**src/rtl/rail_window_qualifier.sv**
```systemverilog
module rail_window_qualifier #(
  parameter int CODE_W   = 12,
  parameter int BLANK_W  = 6,
  parameter int TICK_DIV = 125,
  parameter int SEL_W    = 3,
  parameter logic [CODE_W-1:0]  RST_LOWER   = 12'd1860,
  parameter logic [CODE_W-1:0]  RST_UPPER   = 12'd2140,
  parameter logic [CODE_W-1:0]  RST_HYST_LO = 12'd40,
  parameter logic [CODE_W-1:0]  RST_HYST_HI = 12'd40,
  parameter logic [BLANK_W-1:0] RST_BLANK   = 6'd10
) (
  input  logic              clk,
  input  logic              rst_n,
  input  logic              sample_valid,
  input  logic [CODE_W-1:0] sample_code,
  input  logic              cfg_we,
  input  logic [SEL_W-1:0]  cfg_sel,
  input  logic [CODE_W-1:0] cfg_wdata,
  output logic              power_good,
  output logic [1:0]        fault_cause
);
  localparam int PRE_W = (TICK_DIV > 1) ? $clog2(TICK_DIV) : 1;
  localparam int EXT_W = CODE_W + 1;
  localparam logic [PRE_W-1:0] PRE_LAST = PRE_W'(TICK_DIV - 1);
  localparam logic [1:0] CAUSE_NONE = 2'b00;
  localparam logic [1:0] CAUSE_UV   = 2'b01;
  localparam logic [1:0] CAUSE_OV   = 2'b10;

  logic [CODE_W-1:0]  lower_q, upper_q, hyst_lo_q, hyst_hi_q, samp_q;
  logic [BLANK_W-1:0] blank_q, cnt_q;
  logic [PRE_W-1:0]   pre_q;
  logic               pg_q;
  logic [1:0]         cause_q;

  always_ff @(posedge clk) begin
    if (!rst_n) begin
      lower_q   <= RST_LOWER;
      upper_q   <= RST_UPPER;
      hyst_lo_q <= RST_HYST_LO;
      hyst_hi_q <= RST_HYST_HI;
      blank_q   <= RST_BLANK;
    end else if (cfg_we) begin
      case (cfg_sel)
        SEL_W'(0): lower_q   <= cfg_wdata;
        SEL_W'(1): upper_q   <= cfg_wdata;
        SEL_W'(2): hyst_lo_q <= cfg_wdata;
        SEL_W'(3): hyst_hi_q <= cfg_wdata;
        SEL_W'(4): blank_q   <= cfg_wdata[BLANK_W-1:0];
        default: ;
      endcase
    end
  end

  always_ff @(posedge clk) begin
    if (!rst_n)            samp_q <= '0;
    else if (sample_valid) samp_q <= sample_code;
  end

  wire below_lo = samp_q < lower_q;
  wire above_hi = samp_q > upper_q;
  wire clear_lo = {1'b0, samp_q} >= ({1'b0, lower_q} + {1'b0, hyst_lo_q});
  wire clear_hi = ({1'b0, samp_q} + {1'b0, hyst_hi_q}) <= EXT_W'({1'b0, upper_q});

  wire pend      = pg_q ? (below_lo | above_hi) : (clear_lo & clear_hi);
  wire last_tick = pre_q == PRE_LAST;
  wire expire    = pend & ((blank_q == '0) | (last_tick & (cnt_q == blank_q - 1'b1)));

  always_ff @(posedge clk) begin
    if (!rst_n || !pend || expire) begin
      pre_q <= '0;
      cnt_q <= '0;
    end else if (last_tick) begin
      pre_q <= '0;
      cnt_q <= cnt_q + 1'b1;
    end else begin
      pre_q <= pre_q + 1'b1;
    end
  end

  always_ff @(posedge clk) begin
    if (!rst_n) begin
      pg_q    <= 1'b0;
      cause_q <= CAUSE_NONE;
    end else if (expire) begin
      pg_q    <= !pg_q;
      cause_q <= pg_q ? (below_lo ? CAUSE_UV : CAUSE_OV) : CAUSE_NONE;
    end
  end

  assign power_good  = pg_q;
  assign fault_cause = cause_q;
endmodule

```
**config.mk**
```make
export PLATFORM = sky130hd
export DESIGN_NAME = rail_window_qualifier
export DESIGN_NICKNAME = d
export VERILOG_FILES = /design/src/rtl/rail_window_qualifier.sv
export SDC_FILE = /design/constraint.sdc
export NUM_CORES = 1
export LEC_CHECK = 0
export CAP_MARGIN = 40
export CORE_ASPECT_RATIO = 0.7
export CORE_MARGIN = 2
export CORE_UTILIZATION = 50
export DETAILED_ROUTE_END_ITERATION = 8
export PLACE_DENSITY = 0.69
export SLEW_MARGIN = 0
export SYNTH_ARGS = -nofsm -noshare
export SYNTH_HDL_FRONTEND = slang
export SYNTH_SLANG_ARGS = --single-unit
```
**constraint.sdc**
```tcl
create_clock -name clk -period 7 [get_ports clk]
set_input_delay 1.4 -clock clk [delete_from_list [all_inputs] [get_ports clk]]
set_output_delay 1.4 -clock clk [all_outputs]
set_load 0.005 [all_outputs]
```
# Yosys cells after proc, flatten, opt, wreduce, memory -nomap -nowiden
# Cells that the tools add are included.
[op_classes]
add_sub_neg = 5
n_lt_le_gt_ge = 4
n_eq_ne = 6
mux = 3
bitwise = 5
n_reduce_logical = 13
[ops]
columns = ["cell", "n"]
rows = [
  ["12-bit by 12-bit adder with 13-bit output", 2],
  ["12-bit by 13-bit >= comparator with 1-bit output", 1],
  ["13-bit by 12-bit less-or-equal comparator with 1-bit output", 1],
  ["12-bit > comparator", 1],
  ["12-bit less-than comparator", 1],
  ["2-bit AND reduction", 5],
  ["7-bit by 1-bit adder with 7-bit output (second input constant)", 1],
  ["7-bit == test (second input constant)", 1],
  ["6-bit by 1-bit adder with 6-bit output (second input constant)", 1],
  ["3-bit by 2-bit == test with 1-bit output (second input constant)", 2],
  ["6-bit == test", 1],
  ["6-bit zero test", 1],
  ["6-bit by 1-bit subtractor with 6-bit output (second input constant)", 1],
  ["2-bit two-way mux", 2],
  ["1-bit AND", 3],
  ["3-bit by 1-bit == test with 1-bit output (second input constant)", 1],
  ["3-bit == test (second input constant)", 1],
  ["1-bit zero test", 3],
  ["3-bit zero test", 1],
  ["1-bit logical OR", 2],
  ["1-bit bitwise OR", 2],
  ["2-bit OR reduction", 1],
  ["1-bit two-way mux", 1],
]
[totals]
reg_bits = 82
in_bits = 31
output_inout_bits = 3
word_cells = 46

# Logic depth before layout (Yosys ltp)
# Gate-level depths: netlist of run 1.
[depth]
word_depth = 8
mapped_depth = 19
mapped_depth_nobuf = 18

# Worst setup path after synthesis of run 1
# OpenSTA, ideal clock, no wires.
[synth_timing]
kind = "register -> register"
startpoint = "register lower_q[0]"
endpoint = "register pre_q[3]"
setup_time_ps = 135
t_arrival_ps = 3475
required_ps = 6865
slack_ps = 3390
stages_incl_launch_ff = 20
n_path_buf = 1
synth_period_minus_slack_ps = 3610
path_cell_list = "dfxtp_1 -> ha_1 -> inv_1 -> fa_1 -> nor2b_1 -> o2111ai_1 -> and3_1 -> nor2_1 -> a21o_1 -> a21oi_1 -> xor2_1 -> ha_1 -> a21o_1 -> a211oi_1 -> nor4b_1 -> a22oi_1 -> and3_1 -> or4b_4 -> buf_6 -> nor3_2"
[synth_via]
elab_chain_cells = 8
elab_cells_between_ends = 11
classes_between = "add/sub (1); order compare (2); mux (1); bitwise (3); reduce/logical (4)"
[synth_rtl]
columns = ["element", "line", "rtl"]
rows = [
  ["from (decl)", "29", "logic [CODE_W-1:0] lower_q, upper_q, hyst_lo_q, hyst_hi_q, samp_q;"],
  ["from (signal assigned)", "44", "SEL_W'(0): lower_q <= cfg_wdata;"],
  ["12-bit by 12-bit adder with 13-bit output", "61", "wire clear_lo = {1'b0, samp_q} >= ({1'b0, lower_q} + {1'b0, hyst_lo_q});"],
  ["12-bit by 13-bit >= comparator with 1-bit output", "61", ""],
  ["1-bit AND", "64", "wire pend = pg_q ? (below_lo | above_hi) : (clear_lo & clear_hi);"],
  ["1-bit two-way mux *", "64", ""],
  ["1-bit zero test", "69", "if (!rst_n || !pend || expire) begin"],
  ["1-bit logical OR", "69", ""],
  ["1-bit logical OR *", "69", ""],
  ["2-bit OR reduction (no source line) *", "--", ""],
  ["to (signal assigned)", "76", "pre_q <= pre_q + 1'b1;"],
  ["to (decl)", "31", "logic [PRE_W-1:0] pre_q;"],
]
# Every way passes the cells marked *; elsewhere a longest branch is shown, timed or not.
# A chain may end at the register's enable or synchronous reset.

# Worst setup path in the final report of run 1
[layout_timing]
startpoint = "register samp_q[1]"
endpoint = "register pre_q[2]"
[layout_via]
elab_chain_cells = 8
elab_cells_between_ends = 13
classes_between = "add/sub (1); order compare (4); mux (1); bitwise (3); reduce/logical (4)"
[layout_rtl]
columns = ["element", "line", "rtl"]
rows = [
  ["from (decl)", "29", ""],
  ["from (signal assigned)", "56", "else if (sample_valid) samp_q <= sample_code;"],
  ["12-bit by 12-bit adder with 13-bit output", "62", "wire clear_hi = ({1'b0, samp_q} + {1'b0, hyst_hi_q}) <= EXT_W'({1'b0, upper_q});"],
  ["13-bit by 12-bit less-or-equal comparator with 1-bit output", "62", ""],
  ["1-bit AND", "64", ""],
  ["1-bit two-way mux *", "64", ""],
  ["1-bit zero test", "69", ""],
  ["1-bit logical OR", "69", ""],
  ["1-bit logical OR *", "69", ""],
  ["2-bit OR reduction (no source line) *", "--", ""],
]
# Marks and branches as above.

==> reports/qor.yml, run 1 <==
run_status: "finished clean"
post_cts_buffers: 0
area_delta_synth_final_pct: 13.7
drive_gt1_share_pct: 4.50
finalPower_mw: 1.17
peakVddDrop_mv: 0.126
finalHoldViolations: 0
dpl_cell_area_um2: 5840
grt_max_degree: 74
dpl.cell_count: 785
stdcell_count: 799
drt-total-wl_um: 13500
fmaxAchievable_mhz: 247
cap_violations: 0
ant_nets: 0
core_um2: 10400
h-tree-depth: 3
arrival_ns: 4.30
synth-seq-cells: 82
post-route-period-util_pct: 57.7
ys_seq_area_share_pct: 30.3
wl_per_cell_um: 16.9
avgSynthCellArea_um2: 8.48
hold_path_class: "flop to flop"
reg2reg_slack_ns: 2.96
fin_skew_ns: 0.00413
worstSetupPathType: "flop to flop"
die_h_um: 91.0
clock_latency_ns: 0.34
grt_overflow: 0
synthFlopType: "dfxtp_1"
power.leakage_nw: 2.62
start_kind: "flop"
ys_types: 47
worstPathRequired_ns: 7.26
tightest_slew_ns: 0.844
viasPerCell: 5.65
final_max_slew_viol_count: 0
drt-initial-drc-count: 312
fill_cells: 974
die-area_um2: 11700
relSlewSlack_pct: 43.6
vias: 4518
tns_ns: 0
final_cell_area_um2: 6150
ios: 34
cts_buffers: 9
synth_cells: 638
rsz0062_at_grt: "no"
postCtsHoldBufs: 0
port-buffer-count: 33
cts-resized-gates: 0
synth_nets: 746
root_buffer: "clkbuf_16"
grt_pass1_wl_um: 22200
final_nets: 772
antennaDiodeCount: 0
clockBufferDepth: 2
place_congestion: 0.856
drt_pre_antenna_iters: 4
crit_fanout: 13
rows: 31
setup_viol: 0
min_from: "upper_q[5]"
worstSetupStartpoint: "samp_q[1]"
initial_core_util_pct: 51.9
drc_errors: 0
synthArstFlopShare_pct: 0
clk_pin_slew_ns: 0.06
mappedNetlistArea_um2: 5410
r2r-start: "samp_q[1]"
antenna_found_initial: 0
hpwl_um: 10200
die_x_um: 128
cts_tree: "yes"
period_minus_slack_ns: 4.04
yosysWarnings: 0
postLayoutCoreUtil_pct: 59.0
grtUsageTotal_pct: 24.3
synth_enable_flop_cells: 0
crit_path_end_kind: "flop"
cts.sinks: 82
grt_pass1_vias: 4321
p_per_area_nw_per_um2: 189
[critical path, cell delays in order, from the launching register on]
cell and delay [ns]:
dfxtp_1 0.38, ha_1 0.30, a21o_1 0.10, a21oi_1 0.11, o21a_1 0.19, nor3_1 0.42
a41oi_1 0.21, a21oi_1 0.21, xor2_1 0.10, ha_1 0.31, nand3_1 0.12, nor4_1 0.30
a21oi_1 0.11, o21ai_0 0.10, and3_1 0.19, or4b_4 0.58, nor3_1 0.22
[registers in the layout, summed over array words and instances, names as in the netlist]
name and flops:
blank_q 6, lower_q 12, hyst_lo_q 12, hyst_hi_q 12, fault_cause 2, upper_q 12
samp_q 12, cnt_q 6, pre_q 7, power_good 1
[path summary, 6_finish.rpt]
kind / endpoint / cells past startpoint
worst max-delay path: pre_q[2] / 16
worst min-delay path: upper_q[5] / 2
worst max register to register: pre_q[2] / 16
worst min register to register: upper_q[5] / 2
[synthesized netlist by cell type, drive strengths merged (5+ instances only)]
master / n / area, um^2
nand2: 114 / 428
nand3: 15 / 75.1
and3: 5 / 31.3
a211oi: 7 / 52.6
mux2i: 20 / 200
o211ai: 15 / 113
a21boi: 34 / 255
ha: 75 / 938
xor2: 18 / 158
nor2: 24 / 90.1
nand2b: 9 / 63.8
inv: 38 / 143
nor3: 19 / 115
a21oi: 29 / 145
a21o: 11 / 82.6
clkbuf: 18 / 67.6
nor2b: 22 / 138
dfxtp: 82 / 1640
o21a: 6 / 45.0
xnor2: 19 / 166
o21ai: 10 / 50.1
nand4: 11 / 68.8
[routing by layer]
layer / GRT usage, % / routed length [um] / vias up
met5: 0 / 0 / -
met3: 4.60 / 596 / 17
li1: - / - / 2275
met1: 37.0 / 7200 / 2125
met2: 34.8 / 5510 / 101
met4: 6.32 / 222 / 0
[area by class of cell]
type                            count  area [um^2]  share of cell area, %
Multi-Input combinational cell    497         3540                   57.5
Clock buffer                       10          239                   3.88
Clock inverter                      4         76.3                   1.24
Inverter                           38          143                   2.32
Tap cell                          132          165                   2.68
Timing Repair Buffer               36          348                   5.65
Sequential cell                    82         1640                   26.7
[power by group]
group          total [mW]  switching [mW]  internal [mW]
registers           0.493          0.0142          0.479
clock network       0.513           0.193          0.319
logic               0.160          0.0854         0.0746
[cell usage in the layout (no fill, tap or decap), types with 4 or more instances in the layout]
| cell type | n |
|---|---|
| nand2_1 | 114 |
| dfxtp_1 | 82 |
| ha_1 | 75 |
| inv_1 | 38 |
| a21boi_0 | 34 |
| clkdlybuf4s50_1 | 32 |
| a21oi_1 | 29 |
| nor2_1 | 24 |
| nor2b_1 | 22 |
| mux2i_1 | 20 |
| xnor2_1 | 19 |
| xor2_1 | 18 |
| nand3_1 | 15 |
| o211ai_1 | 15 |
| nor3_1 | 15 |
| nand4_1 | 11 |
| a21o_1 | 11 |
| o21ai_0 | 10 |
| clkbuf_16 | 9 |
| nand2b_1 | 8 |
| a211oi_1 | 7 |
| o21a_1 | 6 |
| and3_1 | 5 |
| or2_2 | 4 |
| nor3_2 | 4 |
[cells by family (layout without fill, tap and decap cells)]
| kind of cell | after synthesis | after routing | share of synthesized area, % |
|---|---|---|---|
| DFF | 82 | 82 | 30.3 |
| and+or+nand+nor | 234 | 234 | 20.9 |
| xor gates and xnor gates | 37 | 37 | 5.99 |
| muxes | 20 | 20 | 3.70 |
| buffers and inverters | 59 | 88 | 4.23 |
| adders and majority gates | 77 | 77 | 18.1 |
| AOI/OAI and AO/OA | 129 | 129 | 16.8 |
[through the flow]
step                      hold WS, ns  worst slack, ns
after floorplan                 0.443             3.39
after global placement          0.455             3.18
after detailed placement        0.461             3.04
after CTS                       0.469             3.01
after global routing            0.500             2.68
final                           0.470             2.96
No activity file was read; power rests on OpenSTA's default activity.
==> inputs of run 2 (changes only) <==
==> constraint.sdc (replaced) <==
create_clock -name clk -period 3.9 [get_ports clk]
set_input_delay 0.78 -clock clk [delete_from_list [all_inputs] [get_ports clk]]
set_output_delay 0.78 -clock clk [all_outputs]
set_load 0.005 [all_outputs]
==> reports/qor.yml, run 2 (synthesis results as in run 1) <==
final_cell_area_um2: 6340  # +3.1%
initial_core_util_pct: 51.9  # unchanged
relSlewSlack_pct: 42.0  # -1.6 points
drt-initial-drc-count: 278  # -11%
area_delta_synth_final_pct: 17.2
grt_pass1_wl_um: 22300  # +0.69%
finalHoldViolations: 0  # unchanged
power_switching_mw: 0.536  # +83%
seqPwrFrac_pct: 44.6  # +2.3 points
fin_skew_ns: 0.00649  # +0.00236 ns
fmaxAchievable_mhz: 262  # +5.8%
viasPerCell: 5.70  # +0.87%
cts_buffers: 9  # unchanged
drt-total-wl_um: 14200  # +4.8%
hpwl_um: 10200  # -0.33%
critical_path.top_delay_family: "simple AND/OR/NAND/NOR gates"
crit_buf_inv: 1  # +1
place_congestion: 0.836  # -2.3%
power.leakage_nw: 2.67  # +1.9%
postLayoutCoreUtil_pct: 60.8  # +1.8 points
period_minus_slack_ns: 3.82  # -0.220 ns
antennaDiodeCount: 0  # unchanged
wl_per_cell_um: 17.4  # +3.0%
power_frac_clock_pct: 39.5  # -4.5 points
p_int_mw: 1.44  # +65%
grt_overflow: 0  # unchanged
cpPeakStageDelay_ns: 0.56  # -0.02 ns
tightest_slew_ns: 0.867  # +0.0235 ns
antenna_found_initial: 0  # unchanged
core_um2: 10400  # unchanged
root_buffer: "clkbuf_16"
crit_fanout: 7  # -6
crit_slowest_cell: "or4b_4"
cts.sinks: 82  # unchanged
path_common_cell: "a21o_1"
p_per_area_nw_per_um2: 311  # +64%
ant_nets: 0  # unchanged
die_h_um: 91.0  # unchanged
h-tree-depth: 3  # unchanged
setup_viol: 0  # unchanged
clock_latency_ns: 0.35  # about the same
cts_tree: "yes"
reg2reg_slack_ns: 0.08  # -2.88 ns
drc_errors: 0  # unchanged
final_max_slew_viol_count: 0  # unchanged
arrival_ns: 4.09  # -0.21 ns
die-area_um2: 11700  # unchanged
dpl_cell_area_um2: 5890  # +0.90%
peakVddDrop_mv: 0.210  # +66%
grtUsageTotal_pct: 24.8  # +0.45 points
layout_commonest_cell: "nand2_1"
clockBufferDepth: 2  # unchanged
dpl.cell_count: 792  # +0.89%
port-buffer-count: 33  # unchanged
postCtsHoldBufs: 0  # unchanged
drive_gt1_share_pct: 9.54  # +5.0 points
drt_pre_antenna_iters: 4  # unchanged
clk_pin_slew_ns: 0.06  # about the same
switching_share_pct: 27.2  # +2.1 points
cap_violations: 0  # unchanged
vias: 4637  # +2.6%
crit_path_end_kind: "flop"
post-route-period-util_pct: 98.0  # +40 points
grt_pass1_vias: 4328  # +0.16%
worstPathRequired_ns: 4.17  # -3.09 ns
ios: 34  # unchanged
worstPathCellList: "ha_4 > inv_1 > fa_2 > nor2b_2 > o2111ai_2 > and3_4 > nor2_4 > a21o_1 > a21oi_2 > xor2_1 > ha_1 > a21o_1 > a211oi_2 > nor4b_2 > a22oi_1 > and3_1 > or4b_4 > nor3b_1"
run_status: "finished clean"
tns_ns: 0  # unchanged
final_nets: 784  # +1.6%
worstSetupPathType: "flop to flop"
die_x_um: 128  # unchanged
rows: 31  # unchanged
grt_max_degree: 73  # -1.4%
power_frac_comb_pct: 16.0  # +2.3 points
hold_path_class: "flop to flop"
start_kind: "flop"
final_cell_mix: "114 x nand2_1, 78 x dfxtp_1, 73 x ha_1"
fin_hold_ws_ns: 0.465  # -0.00508 ns
stdcell_count: 813  # +1.8%
==> run 2: changes by cell type in the layout (fill, tap and decap cells not counted), sizes merged <==
cell      before  now
clkinvlp       1    2
bufinv         2    0
clkinv         0    2
buf            4   15
clkbuf        10   12
inv           39   38
or4b           1    2
==> run 2: metal layers <==
metal / GRT usage [%] / vias to the layer above / part of all wire [%]
met2: 36.2 / 130 / 43
met4: 7.60 / 0 / 1.3
met1: 36.0 / 2188 / 51
li1: - / 2301 / -
met5: 0 / - / 0
met3: 5.77 / 18 / 5.3
==> run 2: worst min-delay path: cells and delay by family, from the launching register on <==
family,cells,cell delay [ns]
DFF,1,0.31
and+or+nand+nor,1,0.05
AOI/OAI and AO/OA,1,0.06
==> run 2: worst paths after layout <==
kind	start	endpoint	cells past startpoint
setup reg to reg	lower_q[0]	pre_q[1]	18
hold / removal	upper_q[5]	upper_q[5]	2
setup / recovery	lower_q[0]	pre_q[1]	18
hold reg to reg	upper_q[5]	upper_q[5]	2
==> run 2: final cells by class <==
class / count / area (um^2)
Fill cell: 920 / 4090
Multi-Input combinational cell: 498 / 3690
Sequential cell: 82 / 1650
Timing Repair Buffer: 47 / 430
Clock buffer: 12 / 236
Tap cell: 132 / 165
Inverter: 38 / 143
Clock inverter: 4 / 28.8
==> run 2: repair_timing <==
item / CTS / global route
gates resized for setup: 4 / 29
pin swaps: 0 / 21
buffers inserted: 0 / 5
hold endpoints to repair: 0 / 0
cloned: 1 / 0
endpoints found under the setup margin: 6 / 16
==> run 2: power groups by stage <==
stage / combinational, mW / sequential, mW / clock [mW]
floorplan: 0.192 / 0.892 / 0
global placement: 0.284 / 0.896 / 0
detailed placement: 0.291 / 0.896 / 0
CTS: 0.298 / 0.878 / 0.791
global route: 0.351 / 0.881 / 0.822
finish: 0.315 / 0.879 / 0.779
==> run 2: through the flow <==
step	worst slack (ns)	total power, mW
after global routing	-0.0424	2.05
after floorplan	0.290	1.08
after global placement	0.128	1.18
after CTS	0.00712	1.97
final	0.0799	1.97
after detailed placement	-0.0657	1.19
==> inputs of run 3 (changes only) <==
--- a/config.mk
+++ b/config.mk
@@ -9,6 +9,7 @@
 export CORE_ASPECT_RATIO = 0.7
 export CORE_MARGIN = 2
 export CORE_UTILIZATION = 50
+export CTS_BUF_LIST = sky130_fd_sc_hd__clkbuf_8
 export DETAILED_ROUTE_END_ITERATION = 8
 export PLACE_DENSITY = 0.69
 export SLEW_MARGIN = 0
==> reports/qor.yml, run 3 (synthesis results as in run 1) <==
ff_latch_area_um2: 1650  # unchanged
ant_nets: 0  # unchanged
viasPerCell: 5.69  # -0.17%
die_h_um: 91.0  # unchanged
cts_buffers: 9  # unchanged
start_kind: "flop"
grt_pass1_vias: 4263  # -1.5%
worstSetupPathType: "flop to flop"
drt_pre_antenna_iters: 5  # +1
grt_pass1_wl_um: 22000  # -1.5%
fill_cells: 933  # +1.4%
h-tree-depth: 3  # unchanged
crit_path_end_kind: "flop"
vias: 4629  # -0.17%
cpPeakStageDelay_ns: 0.56  # about the same
route.met2.wl_um: 5920  # -1.8%
drive_gt1_share_pct: 9.54  # unchanged
ios: 34  # unchanged
clk_pin_slew_ns: 0.08  # +0.02 ns
port-buffer-count: 33  # unchanged
cap_violations: 0  # unchanged
highest_layer: "met4"
core_um2: 10400  # unchanged
drt-total-wl_um: 14000  # -1.5%
final_max_slew_viol_count: 0  # unchanged
finalPower_mw: 1.74  # -12%
finalHoldViolations: 0  # unchanged
root_buffer: "clkbuf_8"
period_minus_slack_ns: 3.82  # +0.00104 ns
drt-initial-drc-count: 287  # +3.2%
fin_hold_ws_ns: 0.468  # +0.00348 ns
post-route-period-util_pct: 98.0  # about the same
final_cell_mix: "114 x nand2_1, 78 x dfxtp_1, 73 x ha_1"
run_status: "finished clean"
die_x_um: 128  # unchanged
peakVddDrop_mv: 0.169  # -20%
crit_fanout: 7  # unchanged
crit_slowest_cell: "or4b_4"
tns_ns: 0  # unchanged
final_nets: 784  # unchanged
drc_errors: 0  # unchanged
crit_buf_inv: 1  # unchanged
relSlewSlack_pct: 41.8  # -0.23 points
arrival_ns: 4.12  # +0.03 ns
wl_met1_um: 7160  # -0.94%
initial_core_util_pct: 51.9  # unchanged
multi_input_area_um2: 3690  # unchanged
clock_latency_ns: 0.37  # +0.02 ns
worstPathRequired_ns: 4.19  # +0.02 ns
hpwl_um: 10200  # unchanged
tightest_slew_ns: 0.871  # +0.00349 ns
setup_viol: 0  # unchanged
clockBufferDepth: 2  # unchanged
p_per_area_nw_per_um2: 278  # -10%
place_congestion: 0.836  # unchanged
hold_path_class: "flop to flop"
critical_path.top_delay_family: "simple AND/OR/NAND/NOR gates"
die-area_um2: 11700  # unchanged
grtUsageTotal_pct: 24.3  # -0.51 points
fin_skew_ns: 0.00796  # +0.00147 ns
power.leakage_nw: 2.64  # -1.3%
layout_commonest_cell: "nand2_1"
area_delta_synth_final_pct: 15.3
grt_max_degree: 73  # unchanged
wl_per_cell_um: 17.2  # -1.5%
rows: 31  # unchanged
worstPathCellList: "ha_4 > inv_1 > fa_2 > nor2b_2 > o2111ai_2 > and3_4 > nor2_4 > a21o_1 > a21oi_2 > xor2_1 > ha_1 > a21o_1 > a211oi_2 > nor4b_2 > a22oi_1 > and3_1 > or4b_4 > nor3_2"
path_common_cell: "a21o_1"
wl_met3_um: 754  # +1.2%
fmaxAchievable_mhz: 262  # about the same
cts.sinks: 82  # unchanged
cts_tree: "yes"
antenna_found_initial: 0  # unchanged
grt_overflow: 0  # unchanged
antennaDiodeCount: 0  # unchanged
[run 3: cell count changes in the layout (fill, tap and decap cells not counted)]
| cell | before | now |
|---|---|---|
| clkbuf_1 | 3 | 0 |
| clkbuf_16 | 9 | 0 |
| clkbuf_8 | 0 | 9 |
| inv_1 | 38 | 41 |
[run 3: final cells by class]
cell class | count | area share, %
repair buffers | 47 | 6.90
clock inverters | 7 | 0.642
multi-input cells | 498 | 59.1
clock buffers | 9 | 1.98
inverters | 38 | 2.29
well taps | 132 | 2.65
flip-flops and latches | 82 | 26.4
[run 3: worst register-to-register path, stage by stage (launching register included)]
cell       delay, ns
dfxtp_2         0.36
ha_4            0.13
inv_1           0.05
fa_2            0.38
nor2b_2         0.15
o2111ai_2       0.17
and3_4          0.22
nor2_4          0.08
a21o_1          0.14
a21oi_2         0.07
xor2_1          0.15
ha_1            0.30
a21o_1          0.13
a211oi_2        0.07
nor4b_2         0.18
a22oi_1         0.15
and3_1          0.26
or4b_4          0.56
nor3_2          0.20
[run 3: path summary, 6_finish.rpt]
path / from / endpoint / slack [ns] / depth (start not counted)
max: lower_q[0] / pre_q[3] / 0.08 / 18
min: upper_q[5] / upper_q[5] / 0.47 / 2
max reg2reg: lower_q[0] / pre_q[3] / 0.08 / 18
min reg2reg: upper_q[5] / upper_q[5] / 0.47 / 2
[run 3: layer usage]
| metal | track usage [%] | vias to the layer above |
|---|---|---|
| li1 | - | 2304 |
| met1 | 36.3 | 2183 |
| met2 | 35.4 | 127 |
| met3 | 4.66 | 15 |
| met4 | 6.41 | 0 |
| met5 | 0 | - |
[run 3: through the flow]
| step | cells | utilization [%] | area (um^2) | worst slack, ns |
|---|---|---|---|---|
| 3_5_place_dp | 792 | 56.5 | 5890 | -0.0657 |
| 6_report | 813 | 59.8 | 6240 | 0.0788 |
| 2_1_floorplan | 638 | - | 5410 | 0.290 |
| 3_3_place_gp | 792 | 56.5 | 5890 | 0.128 |
| 4_1_cts | 809 | 58.3 | 6080 | 0.00184 |
| 5_1_grt | 813 | 59.8 | 6240 | -0.0224 |
[run 3: what timing repair did]
action / in CTS / in global routing
pin swaps: 0 / 21
setup endpoints to repair: 7 / 16
hold buffers: 0 / 0
setup buffers: 0 / 5
gates resized for setup: 3 / 30
gates cloned: 1 / 0
[run 3: power breakdown]
group	switching, mW	leakage [nW]	internal, mW
clock	0.322	0.0890	0.224
sequential	0.0196	0.668	0.858
combinational	0.168	1.88	0.145
total	0.510	2.64	1.23
